===== src/rtl/bwr_pkg.sv =====
package bwr_pkg;
  localparam logic [2:0] MODE_RZ  = 3'b100;
  localparam logic [2:0] MODE_FM0 = 3'b101;
  localparam logic [2:0] MODE_FM1 = 3'b110;

  typedef enum logic [1:0] {POS_EARLY, POS_MID, POS_BOUND} edge_pos_e;

  function automatic logic is_fm(input logic [2:0] m);
    return (m == MODE_FM0) || (m == MODE_FM1);
  endfunction

  function automatic logic is_rz(input logic [2:0] m);
    return m == MODE_RZ;
  endfunction

  // mark coding: mid-cell change means 1; space coding: it means 0
  function automatic logic fm_bit(input logic mid_seen, input logic mark);
    return mark ? mid_seen : !mid_seen;
  endfunction

  // where an edge falls, k oversample periods after the last boundary
  function automatic edge_pos_e classify(input int unsigned k, input int unsigned osr);
    if (k < osr / 4) return POS_EARLY;
    else if (k < (3 * osr) / 4) return POS_MID;
    else return POS_BOUND;
  endfunction
endpackage


===== src/rtl/bwr_line_sync.sv =====
module bwr_line_sync #(
  parameter int N = 3
) (
  input  logic         clk,
  input  logic         rst_n,
  input  logic [N-1:0] d,
  output logic [N-1:0] q
);
  for (genvar i = 0; i < N; i++) begin : g_lane
    logic s1, s2;
    always_ff @(posedge clk or negedge rst_n) begin
      if (!rst_n) begin
        s1 <= 1'b0;
        s2 <= 1'b0;
      end else begin
        s1 <= d[i];
        s2 <= s1;
      end
    end
    assign q[i] = s2;
  end
endmodule


===== src/rtl/bwr_fm_cell.sv =====
module bwr_fm_cell
  import bwr_pkg::*;
#(
  parameter int OSR = 16
) (
  input  logic clk,
  input  logic rst_n,
  input  logic tick,
  input  logic en,
  input  logic clr,
  input  logic mark,
  input  logic line,
  output logic bit_vld,
  output logic bit_val,
  output logic err
);
  localparam int CW = $clog2(OSR + OSR / 4 + 2);
  localparam logic [CW-1:0] LOSS = CW'(OSR + OSR / 4);
  localparam logic [CW-1:0] ONE  = CW'(1);

  logic [CW-1:0] cnt;
  logic          prev, locked, mid;
  logic          edge_now;
  edge_pos_e     pos;

  assign edge_now = line != prev;
  assign pos      = classify(32'(cnt), OSR);

  always_ff @(posedge clk or negedge rst_n) begin
    if (!rst_n) begin
      prev <= 1'b0; cnt <= LOSS; locked <= 1'b0; mid <= 1'b0;
      bit_vld <= 1'b0; bit_val <= 1'b0; err <= 1'b0;
    end else begin
      bit_vld <= 1'b0;
      err     <= 1'b0;
      if (clr || !en) begin
        prev <= line; cnt <= LOSS; locked <= 1'b0; mid <= 1'b0;
      end else if (tick) begin
        prev <= line;
        if (edge_now && !locked) begin
          locked <= 1'b1; mid <= 1'b0; cnt <= ONE;
        end else if (edge_now) begin
          case (pos)
            POS_EARLY: begin
              err <= 1'b1; locked <= 1'b0; mid <= 1'b0; cnt <= ONE;
            end
            POS_MID: begin
              cnt <= cnt + ONE;
              if (mid) begin
                err <= 1'b1; locked <= 1'b0; mid <= 1'b0;
              end else begin
                mid <= 1'b1;
              end
            end
            default: begin
              bit_vld <= 1'b1;
              bit_val <= fm_bit(mid, mark);
              mid     <= 1'b0;
              cnt     <= ONE;
            end
          endcase
        end else begin
          if (cnt != LOSS) cnt <= cnt + ONE;
          if (locked && cnt == LOSS - ONE) begin
            err <= 1'b1; locked <= 1'b0; mid <= 1'b0;
          end
        end
      end
    end
  end
endmodule


===== src/rtl/bwr_rz_cell.sv =====
module bwr_rz_cell #(
  parameter int OSR = 16
) (
  input  logic clk,
  input  logic rst_n,
  input  logic tick,
  input  logic en,
  input  logic clr,
  input  logic line_a,
  input  logic line_b,
  output logic bit_vld,
  output logic bit_val,
  output logic err,
  output logic restart
);
  localparam int GAP_N = 2 * OSR;
  localparam int CW    = $clog2(GAP_N + 1);
  localparam logic [CW-1:0] GAP = CW'(GAP_N);
  localparam logic [CW-1:0] ONE = CW'(1);

  logic [CW-1:0] gap_cnt;
  logic          act, prev_act, rise;

  assign act  = line_a | line_b;
  assign rise = act && !prev_act;

  always_ff @(posedge clk or negedge rst_n) begin
    if (!rst_n) begin
      gap_cnt <= GAP; prev_act <= 1'b0;
      bit_vld <= 1'b0; bit_val <= 1'b0; err <= 1'b0; restart <= 1'b0;
    end else begin
      bit_vld <= 1'b0;
      err     <= 1'b0;
      restart <= 1'b0;
      if (clr || !en) begin
        prev_act <= act; gap_cnt <= GAP;
      end else if (tick) begin
        prev_act <= act;
        if (rise) begin
          gap_cnt <= ONE;
          if (line_a && line_b) err <= 1'b1;
          else begin
            bit_vld <= 1'b1;
            bit_val <= line_a;
          end
        end else begin
          if (gap_cnt != GAP) gap_cnt <= gap_cnt + ONE;
          if (gap_cnt == GAP - ONE) restart <= 1'b1;
        end
      end
    end
  end
endmodule


===== src/rtl/bwr_word_asm.sv =====
module bwr_word_asm #(
  parameter int          W    = 12,
  parameter logic [W-1:0] SYNC = 12'hB29
) (
  input  logic         clk,
  input  logic         rst_n,
  input  logic         clr,
  input  logic         need_sync,
  input  logic         bit_vld,
  input  logic         bit_val,
  input  logic         err,
  input  logic         restart,
  input  logic         rd_hi,
  output logic [W-1:0] hold,
  output logic         ready,
  output logic         overrun,
  output logic         aligned,
  output logic         word_done
);
  localparam int CNTW = $clog2(W);
  localparam logic [CNTW-1:0] LAST = CNTW'(W - 1);

  logic [W-1:0]    sh, nxt_sh;
  logic [CNTW-1:0] cnt;
  logic            in_word;

  assign nxt_sh    = {bit_val, sh[W-1:1]};
  assign in_word   = aligned || !need_sync;
  assign word_done = bit_vld && !clr && !err && in_word && (cnt == LAST);

  always_ff @(posedge clk or negedge rst_n) begin
    if (!rst_n) begin
      sh <= '0; cnt <= '0; aligned <= 1'b0;
    end else if (clr) begin
      sh <= '0; cnt <= '0; aligned <= 1'b0;
    end else if (err) begin
      cnt <= '0; aligned <= 1'b0;
    end else if (restart) begin
      cnt <= '0;
    end else if (bit_vld) begin
      sh <= nxt_sh;
      if (!in_word) begin
        if (nxt_sh == SYNC) begin
          aligned <= 1'b1;
          cnt     <= '0;
        end
      end else if (cnt == LAST) begin
        cnt <= '0;
      end else begin
        cnt <= cnt + 1'b1;
      end
    end
  end

  always_ff @(posedge clk or negedge rst_n) begin
    if (!rst_n) begin
      hold <= '0; ready <= 1'b0; overrun <= 1'b0;
    end else if (word_done) begin
      hold  <= nxt_sh;
      ready <= 1'b1;
      if (ready && !rd_hi) overrun <= 1'b1;
    end else if (rd_hi) begin
      ready <= 1'b0;
    end
  end
endmodule


===== src/rtl/biphase_word_rx.sv =====
module biphase_word_rx
  import bwr_pkg::*;
#(
  parameter int           OSR  = 16,
  parameter int           W    = 12,
  parameter logic [W-1:0] SYNC = 12'hB29
) (
  input  logic       clk,
  input  logic       rst_n,
  input  logic       os_tick,
  input  logic [2:0] mode,
  input  logic       fm_in,
  input  logic       rz_a,
  input  logic       rz_b,
  input  logic       rd_hi,
  output logic [7:0] data_lo,
  output logic [7:0] data_hi,
  output logic       irq,
  output logic       sync_ok,
  output logic       overrun,
  output logic       code_err
);
  localparam int HI_PAD = 16 - W;

  logic [2:0]   lines_s;
  logic [2:0]   mode_q;
  logic         mode_chg, fm_en, rz_en;
  logic         fm_vld, fm_val, fm_err;
  logic         rz_vld, rz_val, rz_err, rz_restart;
  logic         bit_vld, bit_val, any_err;
  logic         aligned, word_done;
  logic [W-1:0] hold;

  bwr_line_sync #(.N(3)) u_sync (
    .clk(clk), .rst_n(rst_n), .d({rz_b, rz_a, fm_in}), .q(lines_s)
  );

  always_ff @(posedge clk or negedge rst_n) begin
    if (!rst_n) mode_q <= 3'b000;
    else        mode_q <= mode;
  end

  assign mode_chg = mode != mode_q;
  assign fm_en    = is_fm(mode);
  assign rz_en    = is_rz(mode);

  bwr_fm_cell #(.OSR(OSR)) u_fm (
    .clk(clk), .rst_n(rst_n), .tick(os_tick), .en(fm_en), .clr(mode_chg),
    .mark(mode == MODE_FM1), .line(lines_s[0]),
    .bit_vld(fm_vld), .bit_val(fm_val), .err(fm_err)
  );

  bwr_rz_cell #(.OSR(OSR)) u_rz (
    .clk(clk), .rst_n(rst_n), .tick(os_tick), .en(rz_en), .clr(mode_chg),
    .line_a(lines_s[1]), .line_b(lines_s[2]),
    .bit_vld(rz_vld), .bit_val(rz_val), .err(rz_err), .restart(rz_restart)
  );

  assign bit_vld = fm_vld | rz_vld;
  assign bit_val = fm_vld ? fm_val : rz_val;
  assign any_err = fm_err | rz_err;

  bwr_word_asm #(.W(W), .SYNC(SYNC)) u_asm (
    .clk(clk), .rst_n(rst_n), .clr(mode_chg), .need_sync(fm_en),
    .bit_vld(bit_vld), .bit_val(bit_val), .err(any_err), .restart(rz_restart),
    .rd_hi(rd_hi), .hold(hold), .ready(irq), .overrun(overrun),
    .aligned(aligned), .word_done(word_done)
  );

  assign data_lo  = hold[7:0];
  assign data_hi  = {{HI_PAD{1'b0}}, hold[W-1:8]};
  assign sync_ok  = fm_en ? aligned : 1'b1;
  assign code_err = any_err;
endmodule


===== config.mk =====
export PLATFORM = sky130hd
export DESIGN_NAME = biphase_word_rx
export DESIGN_NICKNAME = d
export VERILOG_FILES = /design/src/rtl/bwr_pkg.sv /design/src/rtl/bwr_line_sync.sv /design/src/rtl/bwr_fm_cell.sv /design/src/rtl/bwr_rz_cell.sv /design/src/rtl/bwr_word_asm.sv /design/src/rtl/biphase_word_rx.sv
export SDC_FILE = /design/constraint.sdc
export NUM_CORES = 1
export LEC_CHECK = 0
export ABC_AREA = 1
export BUFFER_PORTS_ARGS = -buffer_cell sky130_fd_sc_hd__buf_2
export CORE_AREA = 2 2 79 81
export CTS_CLUSTER_DIAMETER = 120
export CTS_CLUSTER_SIZE = 28
export DETAILED_ROUTE_END_ITERATION = 8
export DIE_AREA = 0 0 81 83
export PLACE_DENSITY = 0.76
export SKIP_CTS_REPAIR_TIMING = 1
export SYNTH_ARGS = -nofsm -noshare
export SYNTH_HDL_FRONTEND = slang
export SYNTH_SLANG_ARGS = --single-unit

===== constraint.sdc =====
create_clock -name clk -period 1.4 [get_ports clk]
set_input_delay 0.07 -clock clk [delete_from_list [all_inputs] [get_ports clk]]
set_output_delay 0.07 -clock clk [all_outputs]
set_load 0.01 [all_outputs]

# After elaboration in Yosys (flattened, before gate mapping)
# Cells that the tools add are included.
# totals
word_cells	176
in_bits	10
latchBits	0
ram_bits	0
regBits	62
mem_bits_ro	0
n_memories	0
out_inout_bits	20
# classes
add_sub_neg	3
order_cmp	2
n_eq_ne	18
bitwise	8
div	0
n_shift	0
reduce_logical	44
mul	0
n_mux	75
# ops
operator	n
$mux 1	50
$mux 12	4
$mux 5	6
$mux 4	7
$mux 6	4
$eq 12x12->1 const B	1
$reduce_and 4->1	3
$reduce_bool 4->1	3
$ne 5x5->1 const B	2
$reduce_and 2->1	5
$eq 3x3->1 const B	3
$logic_and 1x1->1	9
$reduce_bool 3->1	3
$logic_not 1->1	8
$reduce_bool 2->1	4
$add 6x1->6 const B	1
$eq 6x5->1 const B	1
$ne 3x1->1 const B	2
$ne 6x6->1 const B	1
$add 5x1->5 const B	1
$eq 5x5->1 const B	1
$lt 5x3->1 const B	1
$lt 5x4->1 const B	1
$ne 5x4->1 const B	1
other kinds (16)	28

# Longest topological paths before layout
# Gate-level depths: netlist of run 1.
# logic_depth
ltp_word	10
depth_mapped	12
ltp_nobuf	12

# By module
# A second synthesis of run 1 with hierarchy kept.
# hier_totals
cells_unflattened	376
area_unflattened_um2	3176.8
# by_module_without_submodules
module	area_each_um2	seq_area_each_um2	cells_per_inst	instances
bwr_word_asm	1365.1	750.7	149	1
bwr_fm_cell	784.5	277.8	102	1
bwr_rz_cell	634.4	276.5	83	1
biphase_word_rx	220.2	75.1	33	1
bwr_line_sync	172.7	150.1	9	1

# Least setup slack after synthesis of run 1
# No wires, ideal clock.
# synth_path
kind	register to register
start	register u_asm.cnt[0]
end	register u_asm.hold[7]
setup_ns	0.118
stages_incl_launch_ff	8
required_time_ns	1.282
arrival_ns	1.292
setup_slack_ns	-0.010
path_buffers	1
synth_period_minus_slack_ns	1.410
path_cell_list	dfrtp_1 > ha_1 > nand2_1 > nor2_1 > nand4_4 > buf_6 > nand2_2 > o21ai_2
# synth_via
elab_chain_cells	2
# synth_rtl
item	line_no	source
start: declaration	bwr_word_asm.sv:24	logic [CNTW-1:0] cnt;
start signal: assignment	bwr_word_asm.sv:50	cnt <= cnt + 1'b1;
$eq 4x4->1	bwr_word_asm.sv:29	assign word_done = bit_vld && !clr && !err && in_word && (cnt == LAST);
$logic_and 1x1->1	bwr_word_asm.sv:29	
end signal: assignment	bwr_word_asm.sv:59	hold <= nxt_sh;
end: declaration	bwr_word_asm.sv:14	output logic [W-1:0] hold,
# Every way passes these cells.
# A chain may end at the register's enable or synchronous reset.

# Worst setup path after layout of run 1
# layout_path
start	register mode_q[0]
end	register u_asm.hold[2]
# layout_via
elab_chain_cells	6
# layout_rtl
item	line_no	source
start: declaration	biphase_word_rx.sv:26	logic [2:0] mode_q;
start signal: assignment	biphase_word_rx.sv:40	else mode_q <= mode;
$ne 3x3->1	biphase_word_rx.sv:43	assign mode_chg = mode != mode_q;
$logic_not 1->1	bwr_word_asm.sv:29	
$logic_and 1x1->1 (4 in series)	bwr_word_asm.sv:29	
# Every way passes these cells.

==> results_dict.tcl, run 1 <==
set metrics [dict create \
    status "complete, but fails checks" \
    violations "negative hold slack, negative setup slack" \
    p_comb_frac 0.083 \
    cts_buffers 9 \
    vdd_ir_drop_max_v 0.0007046 \
    nFillCells 426 \
    layout-drive-gt1-share 0.3750 \
    htreeDepth 3 \
    syn_area_per_cell_um2 8.773 \
    placementRows 28 \
    diodes 0 \
    worst_slack_ps -63.71 \
    r2r-start "mode_q[0]" \
    critical-path-top-delay-family "simple AND/OR/NAND/NOR gates" \
    hold_depth 1 \
    total_power_mw 4.048 \
    fin_util 0.6833 \
    start_util 0.5129 \
    globalplace.congestion 0.8905 \
    timing.fmax_mhz 683.2 \
    cp_cell_sequence "nand2_1 -> nand2_2 -> nor2_4 -> nand2_4 -> nor2_4 -> nand4_4 -> buf_12 -> nand2_1 -> o21ai_2" \
    p_seq_frac 0.446 \
    vias_per_cell 5.161 \
    synth-seq-cells 61 \
    synthDistinctLibCells 34 \
    antenna_found_initial 0 \
    io_pins 30 \
    drcViolationCount 0 \
    intPower_mw 3.105 \
    synth_top_family_by_area "simple AND/OR/NAND/NOR gates" \
    synthArstFlopShare 1.000 \
    p_clk_frac 0.471 \
    clk_pin_slew_ps 70 \
    slew_violations 0 \
    cts_tree "yes" \
    slowest_stage "dfrtp_1" \
    skew_ps 8.211 \
    yosys_warnings 0 \
    netlist.area_leader.share 0.4866 \
    syn_to_final_growth_pct 33.22 \
    wire_per_inst_um 12.86 \
    globalRouteTotalUtil 0.1870 \
    drt-pass1-iter-count 4 \
    synth-simple-area-share 0.2370 \
    path_max_fanout 26 \
    min_path_type "in -> reg" \
    numClockSinks 61 \
    insertion_delay_ps 340 \
    arrival_ps 1700 \
    synth-xor-area-share 0.02349 \
    end_kind "flop" \
    worstMarginPinSlew_ps 558.2 \
    switching_share 0.2328 \
    path_depth 9 \
    syn_area_um2 2983 \
    portBuffers 25 \
    clockBufferDepth 2 \
    ys.flop_type "dfrtp_1" \
    worstSetupPathType "reg -> reg" \
    wl_um 6314 \
    period_share 1.046 \
    cts_root_buffer "clkbuf_8" \
    die-area_um2 6723 \
    synth_compound_area_frac 0.1212 \
    yosysSeqAreaShare 0.5130 \
    synth_edf_count 0 \
    synthMuxAreaShare 0 \
    start_kind "flop" \
    max-slew-margin-rel 0.6279 \
    grt_start_max_net_pins 27 \
    crit_required_ps 1640 \
    power_density_nw_per_um2 1019 \
    drt_iter0_markers 97 \
    cp-startpoint "mode_q[0]" \
    ant_nets 0 \
    grt_pass1_wl_um 9894 \
    hold_start "mode[2]" \
    hold_viol 1 \
    drv_cap 0 \
    whs_ps -87.89 \
    reg2reg_depth 9 \
    synthCells 340 \
    die_width_um 81 \
    rsz0062_at_grt "true" \
    switching_power_mw 0.9424 \
    core_um2 5816 \
    synth_commonest_cells "58 x dfrtp_1, 58 x nand2_1, 44 x inv_1" \
    ys_top_cells_by_area "dfrtp_1 49%, nand2_1 7.3%, inv_1 5.5%" \
    worst-path-buf-inv 1 \
    setup_viol 22 \
    synth_top_area_cell "dfrtp_1" \
    fin_nets 426 \
    period_needed_ps 1464 \
    dp_hpwl_um 4118 \
    grt_overflow_total 0 \
    grt_pass1_vias 2368 \
    critPathMaxStageDelay_ps 390 \
    vias 2534 \
    fp.dieH_um 83 \
    synthAdderAreaFrac 0.02097 \
    p_leak_nw 1.955 \
]
==> layer usage <==
metal / vias up / part of all wire / GRT usage / routed length [µm]
met2: 55 / 0.51 / 0.3043 / 3220
met3: 8 / 0.040 / 0.05543 / 253
li1: 1241 / - / - / -
met5: - / 0 / 0 / 0
met4: 0 / 0.014 / 0.06934 / 87
met1: 1230 / 0.44 / 0.2325 / 2753
==> cell families after synthesis <==
logic type	Yosys count
adders and majority gates	5
xor gates and xnor gates	8
other	1
AOI/OAI and AO/OA	61
buffers and inverters	57
DFF	61
and+or+nand+nor	147
==> sequential cells by signal (all words and copies together), names as in the netlist, 3 cells and up <==
name and cells:
mode_q 3, u_fm.cnt 5, u_asm.sh 11, u_sync.g_lane.s1 3, u_sync.g_lane.s2 3, u_rz.gap_cnt 6, u_asm.hold 12, u_asm.cnt 4
==> final cells by class <==
class / instances / area (µm²) / area share
Tap cell: 75 / 93.84 / 0.02361
Multi-Input combinational cell: 225 / 1415 / 0.3561
Clock inverter: 6 / 111.4 / 0.02802
Timing Repair Buffer: 67 / 504.2 / 0.1269
Sequential cell: 61 / 1530 / 0.3851
Inverter: 47 / 191.4 / 0.04817
Clock buffer: 10 / 127.6 / 0.03212
==> power groups by stage <==
stage	clock network [mW]	logic, mW	registers, mW
2_1_floorplan	0	0.137	1.84
5_1_grt	2.02	0.370	1.81
3_5_place_dp	0	0.263	1.84
4_1_cts	1.93	0.265	1.80
3_3_place_gp	0	0.257	1.84
6_report	1.90	0.337	1.81
==> stage by stage <==
step	instance area, µm²	TNS (ps)	std cells	setup slack [ps]	hold WS, ps
after floorplan	2997	0	343	63.93	-225.6
after global placement	3416	-131.8	464	-76.45	83.02
after detailed placement	3416	-876.2	464	-132.7	83.77
after CTS	3655	-1508	480	-150.5	-290.5
after global routing	3974	-3025	491	-141.4	-100.4
final	3974	-967.3	491	-63.71	-87.89
==> worst paths after layout <==
kind / to / slack, ps
max in group asynchronous: u_fm.cnt[4] / 570
min in group asynchronous: u_asm.hold[6] / 240
hold reg to reg: u_sync.g_lane[1].s2 / 350
setup reg to reg: u_asm.hold[2] / -60
hold / removal: mode_q[2] / -90
setup / recovery: u_asm.hold[2] / -60
==> cell usage in the layout, fill, tap and decap left out, drive strengths merged, types with 3 or more instances in the layout <==
cell | netlist | final
nand2 | 70 | 70
bufinv | 0 | 3
clkbuf | 2 | 10
xor2 | 6 | 6
a21oi | 18 | 18
dfstp | 3 | 3
o21ai | 40 | 40
dfrtp | 58 | 58
or2 | 3 | 3
nor3 | 5 | 5
nand3 | 24 | 24
buf | 8 | 61
ha | 5 | 5
conb | 1 | 4
nand4 | 12 | 12
nor2 | 29 | 29
inv | 46 | 47
dlygate4sd3 | 0 | 6
(Power assumes the default switching activity.)
==> run 2: changes to the inputs <==
--- a/config.mk
+++ b/config.mk
@@ -13,6 +13,7 @@
 export DETAILED_ROUTE_END_ITERATION = 8
 export DIE_AREA = 0 0 81 83
 export PLACE_DENSITY = 0.76
+export SETUP_SLACK_MARGIN = 0.02
 export SKIP_CTS_REPAIR_TIMING = 1
 export SYNTH_ARGS = -nofsm -noshare
 export SYNTH_HDL_FRONTEND = slang
==> run 2 against run 1 <==
  * The flow still finishes with violations (negative hold slack, negative setup slack)
  * Flip-flop and latch count is the same
  * Cell count rose by 0.61%
  * First-iteration DRC count is 10% lower
  * Via count is 0.95% higher
  * Critical path type unchanged
  * Largest cell class unchanged
  * Largest power group unchanged
==> results_dict.tcl, run 2 (same netlist as run 1, synthesis figures left out) <==
set metrics [dict create \
    dp_slack_ps -132.7 \
    min_path_type "in -> reg" \
    wire_per_inst_um 13.37 \
    p_leak_nw 1.978 \
    numClockSinks 61 \
    slowest_stage "dfrtp_1" \
    max-slew-margin-rel 0.6274 \
    arrival_ps 1690 \
    insertion_delay_ps 340 \
    dp.cells 464 \
    io_pins 30 \
    layout-drive-gt1-share 0.3914 \
    reg2reg_depth 9 \
    ant_nets 0 \
    worstSetupPathType "reg -> reg" \
    hold_end "mode_q[2]" \
    slew_violations 0 \
    portBuffers 25 \
    fin_nets 429 \
    rsz0062_at_grt "true" \
    crit_required_ps 1630 \
    syn_to_final_growth_pct 35.53 \
    globalplace.congestion 0.8905 \
    htreeDepth 3 \
    wl_um 6606 \
    regArea_um2 1530 \
    path_max_fanout 26 \
    period_needed_ps 1451 \
    globalRouteTotalUtil 0.1870 \
    grt_pass1_wl_um 9894 \
    cts_tree "yes" \
    fin_cells 494 \
    hold_viol 1 \
    grt_start_max_net_pins 27 \
    largest_register "u_asm.hold" \
    vias_per_cell 5.178 \
    grt_overflow_total 0 \
    cts_root_buffer "clkbuf_8" \
    largest_registers "u_asm.hold x12, u_asm.sh x11, u_rz.gap_cnt x6" \
    cp_cell_sequence "nand2_1 -> nand2_2 -> nor2_4 -> nand2_4 -> nor2_4 -> nand4_4 -> buf_12 -> nand2_1 -> o21ai_2" \
    die-area_um2 6723 \
    drt-pass1-iter-count 4 \
    status "complete, but fails checks" \
    worstMarginPinSlew_ps 558.9 \
    drcViolationCount 0 \
    final_common_cell "dfrtp_1" \
    grt_pass1_vias 2368 \
    violations "negative hold slack, negative setup slack" \
    critPathMaxStageDelay_ps 380 \
    placementRows 28 \
    fp.dieH_um 83 \
    period_share 1.037 \
    r2r_end "u_asm.hold[2]" \
    start_kind "flop" \
    final_cell_mix "58 x dfrtp_1, 43 x nand2_1, 36 x inv_1" \
    hold_start "mode[2]" \
    nFillCells 415 \
    antenna_found_initial 0 \
    end_kind "flop" \
    worst-path-buf-inv 1 \
    r2r-start "mode_q[0]" \
    largest_reg_flops 12 \
    cts_buffers 9 \
    vias 2558 \
    whs_ps -85.57 \
    skew_ps 8.311 \
    clockBufferDepth 2 \
    multi_input_area_um2 1446 \
    vdd_ir_drop_max_v 0.0006993 \
    hold_depth 1 \
    power_density_nw_per_um2 1007 \
    diodes 0 \
    core_um2 5816 \
    drv_cap 0 \
    dp_hpwl_um 4118 \
    critical-path-top-delay-family "simple AND/OR/NAND/NOR gates" \
    setup_viol 23 \
    clk_pin_slew_ps 70 \
    timing.fmax_mhz 689.0 \
    die_width_um 81 \
    start_util 0.5129 \
    worst_slack_ps -51.38 \
    regToRegSetupSlack_ps -50 \
    total_power_mw 4.070 \
    drt_iter0_markers 87 \
]
run 2: worst max path at each step:
stage	endpoint	from	cells past startpoint	slack, ps
6_report	u_asm.hold[2]	mode_q[0]	9	-50
5_1_grt	u_rz.gap_cnt[2]	u_rz.gap_cnt[5]	8	-140
4_1_cts	u_fm.locked	mode_q[1]	10	-150
3_5_place_dp	u_fm.locked	mode_q[2]	7	-130
3_3_place_gp	u_fm.locked	mode_q[2]	7	-80
2_1_floorplan	u_asm.hold[7]	mode_q[2]	7	60
run 2: where the power goes:
part / total, mW / leakage, nW / switching [mW] / internal [mW]
registers: 1.81 / 0.814 / 0.0178 / 1.79
logic: 0.363 / 1.05 / 0.216 / 0.148
clock network: 1.90 / 0.116 / 0.717 / 1.18
total: 4.07 / 1.98 / 0.951 / 3.12
run 2: worst register-to-register path: stages (launching register included):
cell and delay [ps]:
dfrtp_1 380, nand2_1 70, nand2_2 70, nor2_4 170, nand2_4 110, nor2_4 130, nand4_4 90, buf_12 190
nand2_1 90, o21ai_2 50
run 2: per-layer routing:
layer  track usage  vias to the layer above  wire [µm]
met5             0                        -          0
met4       0.06934                        0        108
met3       0.05543                       10        265
met2        0.3043                       60       3455
met1        0.2325                     1239       2776
li1              -                     1249          -
run 2: layout make-up:
cell class	instances	share of cell area
clock buffers	10	0.03157
clock inverters	6	0.02755
inverters	47	0.04735
multi-input cells	225	0.3578
flip-flops and latches	61	0.3785
well taps	75	0.02321
repair buffers	70	0.1340
run 2: stage by stage:
step | setup TNS (ps) | util | cell area (µm²)
6_report | -741.8 | 0.6951 | 4043
5_1_grt | -3167 | 0.6951 | 4043
4_1_cts | -1508 | 0.6284 | 3655
3_5_place_dp | -876.2 | 0.5873 | 3416
3_3_place_gp | -131.8 | 0.5873 | 3416
2_1_floorplan | 0 | - | 2997
==> run 3: changes to the inputs <==
--- a/config.mk
+++ b/config.mk
@@ -5,14 +5,13 @@
 export SDC_FILE = /design/constraint.sdc
 export NUM_CORES = 1
 export LEC_CHECK = 0
-export ABC_AREA = 1
 export BUFFER_PORTS_ARGS = -buffer_cell sky130_fd_sc_hd__buf_2
-export CORE_AREA = 2 2 79 81
-export CTS_CLUSTER_DIAMETER = 120
+export CORE_AREA = 2 2 78 80
+export CTS_CLUSTER_DIAMETER = 100
 export CTS_CLUSTER_SIZE = 28
 export DETAILED_ROUTE_END_ITERATION = 8
-export DIE_AREA = 0 0 81 83
-export PLACE_DENSITY = 0.76
+export DIE_AREA = 0 0 80 82
+export PLACE_DENSITY = 0.77
 export SETUP_SLACK_MARGIN = 0.02
 export SKIP_CTS_REPAIR_TIMING = 1
 export SYNTH_ARGS = -nofsm -noshare
==> run 3 against run 2 <==
  * The run ends with negative setup slack left
  * Setup slack got worse by 370 ps
  * Core utilization rose by 0.96 points
  * Synthesized cell count fell by 17%
  * Flip-flop and latch count did not move
  * Via count fell by 0.98%
  * Non-clock buffer count rose by 23
  * Clock-buffer cell count rose by 1
  * Critical endpoint is now u_asm.hold[3]
  * First-iteration DRC count rose by 30%
  * Clock power fell by 25%
  * Highest routed layer unchanged
  * Synthesized area fell by 1.3%
  * Design area rose by 0.15%
  * Global-route usage rose by 2.6 points
==> results_dict.tcl, run 3 <==
set metrics [dict create \
    synth_top_area_cell "dfrtp_1" \
    cts_root_buffer "clkbuf_8" \
    die_width_um 80 \
    synthArstFlopShare 1.000 \
    endpoint "u_asm.hold[3]" \
    drt-pass1-iter-count 4 \
    slowest_stage "or4b_4" \
    htreeDepth 3 \
    nFillCells 440 \
    core_um2 5746 \
    netlist.area_leader.share 0.4928 \
    portBuffers 25 \
    insertion_delay_ps 350 \
    final_common_cell "dfrtp_1" \
    period_needed_ps 1824 \
    drv_cap 0 \
    critical-path-top-delay-family "simple AND/OR/NAND/NOR gates" \
    fp.dieH_um 82 \
    p_leak_nw 1.834 \
    cp_cell_sequence "ha_2 -> nand3b_1 -> or4b_4 -> buf_12 -> mux2_4" \
    io_pins 30 \
    wl_um 7201 \
    end_kind "flop" \
    synth-seq-cells 61 \
    vias_per_cell 5.579 \
    diodes 0 \
    grt_overflow_total 0 \
    violations "negative setup slack" \
    crit_required_ps 1640 \
    largest_register "u_asm.hold" \
    largest_reg_flops 12 \
    period_share 1.303 \
    drt_iter0_markers 113 \
    setup_tns_ps -9465 \
    timing.fmax_mhz 548.3 \
    r2r_end "u_asm.hold[3]" \
    multi_input_area_um2 1506 \
    worst_slack_ps -423.9 \
    path_depth 5 \
    cts_tree "yes" \
    globalplace.congestion 0.8354 \
    start_util 0.5126 \
    largest_registers "u_asm.hold x12, u_asm.sh x11, u_rz.gap_cnt x6" \
    clk_pin_slew_ps 70 \
    r2r-start "u_asm.cnt[0]" \
    skew_ps 8.035 \
    final_cell_mix "58 x dfrtp_1, 55 x buf_4, 24 x buf_2" \
    fin_nets 389 \
    dp_slack_ps -434.5 \
    drcViolationCount 0 \
    synthCells 281 \
    layout-drive-gt1-share 0.4538 \
    syn_area_um2 2945 \
    synthDistinctLibCells 56 \
    dp_hpwl_um 4424 \
    setup_viol 47 \
    yosysMostFrequentCell "dfrtp_1" \
    grt_pass1_wl_um 10660 \
    regToRegSetupSlack_ps -420 \
    synth_commonest_cells "58 x dfrtp_1, 35 x nand2_1, 24 x a21oi_1" \
    worstSetupPathType "reg -> reg" \
    worst-path-buf-inv 1 \
    ys_top_cells_by_area "dfrtp_1 49%, nand2_1 4.5%, a21oi_1 4.1%" \
    start_kind "flop" \
    antenna_found_initial 0 \
    slew_violations 0 \
    vdd_ir_drop_max_v 0.0007627 \
    cts_buffers 9 \
    regArea_um2 1530 \
    min_path_type "in -> reg" \
    fin_util 0.7047 \
    path_max_fanout 14 \
    status "complete, but fails checks" \
    critPathMaxStageDelay_ps 570 \
    grt_start_max_net_pins 62 \
    ys.flop_type "dfrtp_1" \
    globalRouteTotalUtil 0.2130 \
    yosys_warnings 0 \
    arrival_ps 2060 \
    vias 2533 \
    synth_edf_count 0 \
    yosysSeqAreaShare 0.5195 \
    syn_area_per_cell_um2 10.48 \
    cp-startpoint "u_asm.cnt[0]" \
    power_density_nw_per_um2 865.3 \
    hold_viol 0 \
    grt_pass1_vias 2381 \
    wire_per_inst_um 15.86 \
    syn_to_final_growth_pct 37.47 \
    reg2reg_depth 5 \
    numClockSinks 61 \
    clockBufferDepth 2 \
    ant_nets 0 \
    placementRows 28 \
    rsz0062_at_grt "true" \
    die-area_um2 6560 \
]
[run 3: cell count changes after synthesis, moves of 8 or more]
cell and change:
o21ai_0 -11, nand2_1 -23, inv_1 -35, nand3_1 -14, nand2_2 -12, mux2_4 +8
o21ai_2 -12, nor2_1 -16
[run 3: metal layers]
metal  routed length, µm  vias to the layer above  GRT usage
met5                   0                        -          0
met4                 187                        0    0.09492
met3                 261                       18    0.05385
met2                3973                       66     0.3667
met1                2779                     1251     0.2525
li1                    -                     1198          -
[run 3: worst min path at each step]
stage               startpoint             to  slack [ps]  cells after the start
CTS                      rst_n  u_asm.hold[5]        -270                      2
global placement         rst_n   u_asm.cnt[3]         100                      2
finish                   rd_hi    u_asm.ready           7                      3
floorplan                rst_n      mode_q[0]        -230                      0
global route             rd_hi    u_asm.ready          20                      3
detailed placement       rst_n  u_asm.hold[0]         100                      2
[run 3: worst reg2reg max path, cell delays in order, from the launching register on]
cell      delay [ps]
dfrtp_1          370
ha_2             200
nand3b_1         110
or4b_4           570
buf_12           170
mux2_4           300
[run 3: stage by stage]
step	instance area [µm²]	total power, mW	hold slack (ps)	std cells
final	4049	3.504	6.662	454
after global placement	3550	2.059	100.7	426
after detailed placement	3550	2.067	102.2	426
after CTS	3727	3.468	-266.1	442
after floorplan	3012	1.939	-225.6	284
after global routing	4049	3.644	23.08	454
[run 3: logic make-up (layout without fill, tap and decap cells)]
logic type	count (synthesis)	count (layout)	share of synthesized area
xor+xnor	7	7	0.02082
mux	15	15	0.06755
other cells	1	4	0.001273
fa+ha+maj	5	5	0.02124
simple gates	102	103	0.1865
flops	61	61	0.5195
buf+inv	25	119	0.04248
compound gates	65	65	0.1406
[run 3: where the power goes]
group	switching [mW]	internal, mW
clock network	0.731	0.689
registers	0.0116	1.78
logic	0.161	0.131
[run 3: layout make-up]
cell class              instances  area share
repair buffers                 93      0.1737
inverters                      10    0.009271
well taps                      75     0.02318
multi-input cells             199      0.3721
clock buffers                  11     0.03492
clock inverters                 5    0.008962
flip-flops and latches         61      0.3779
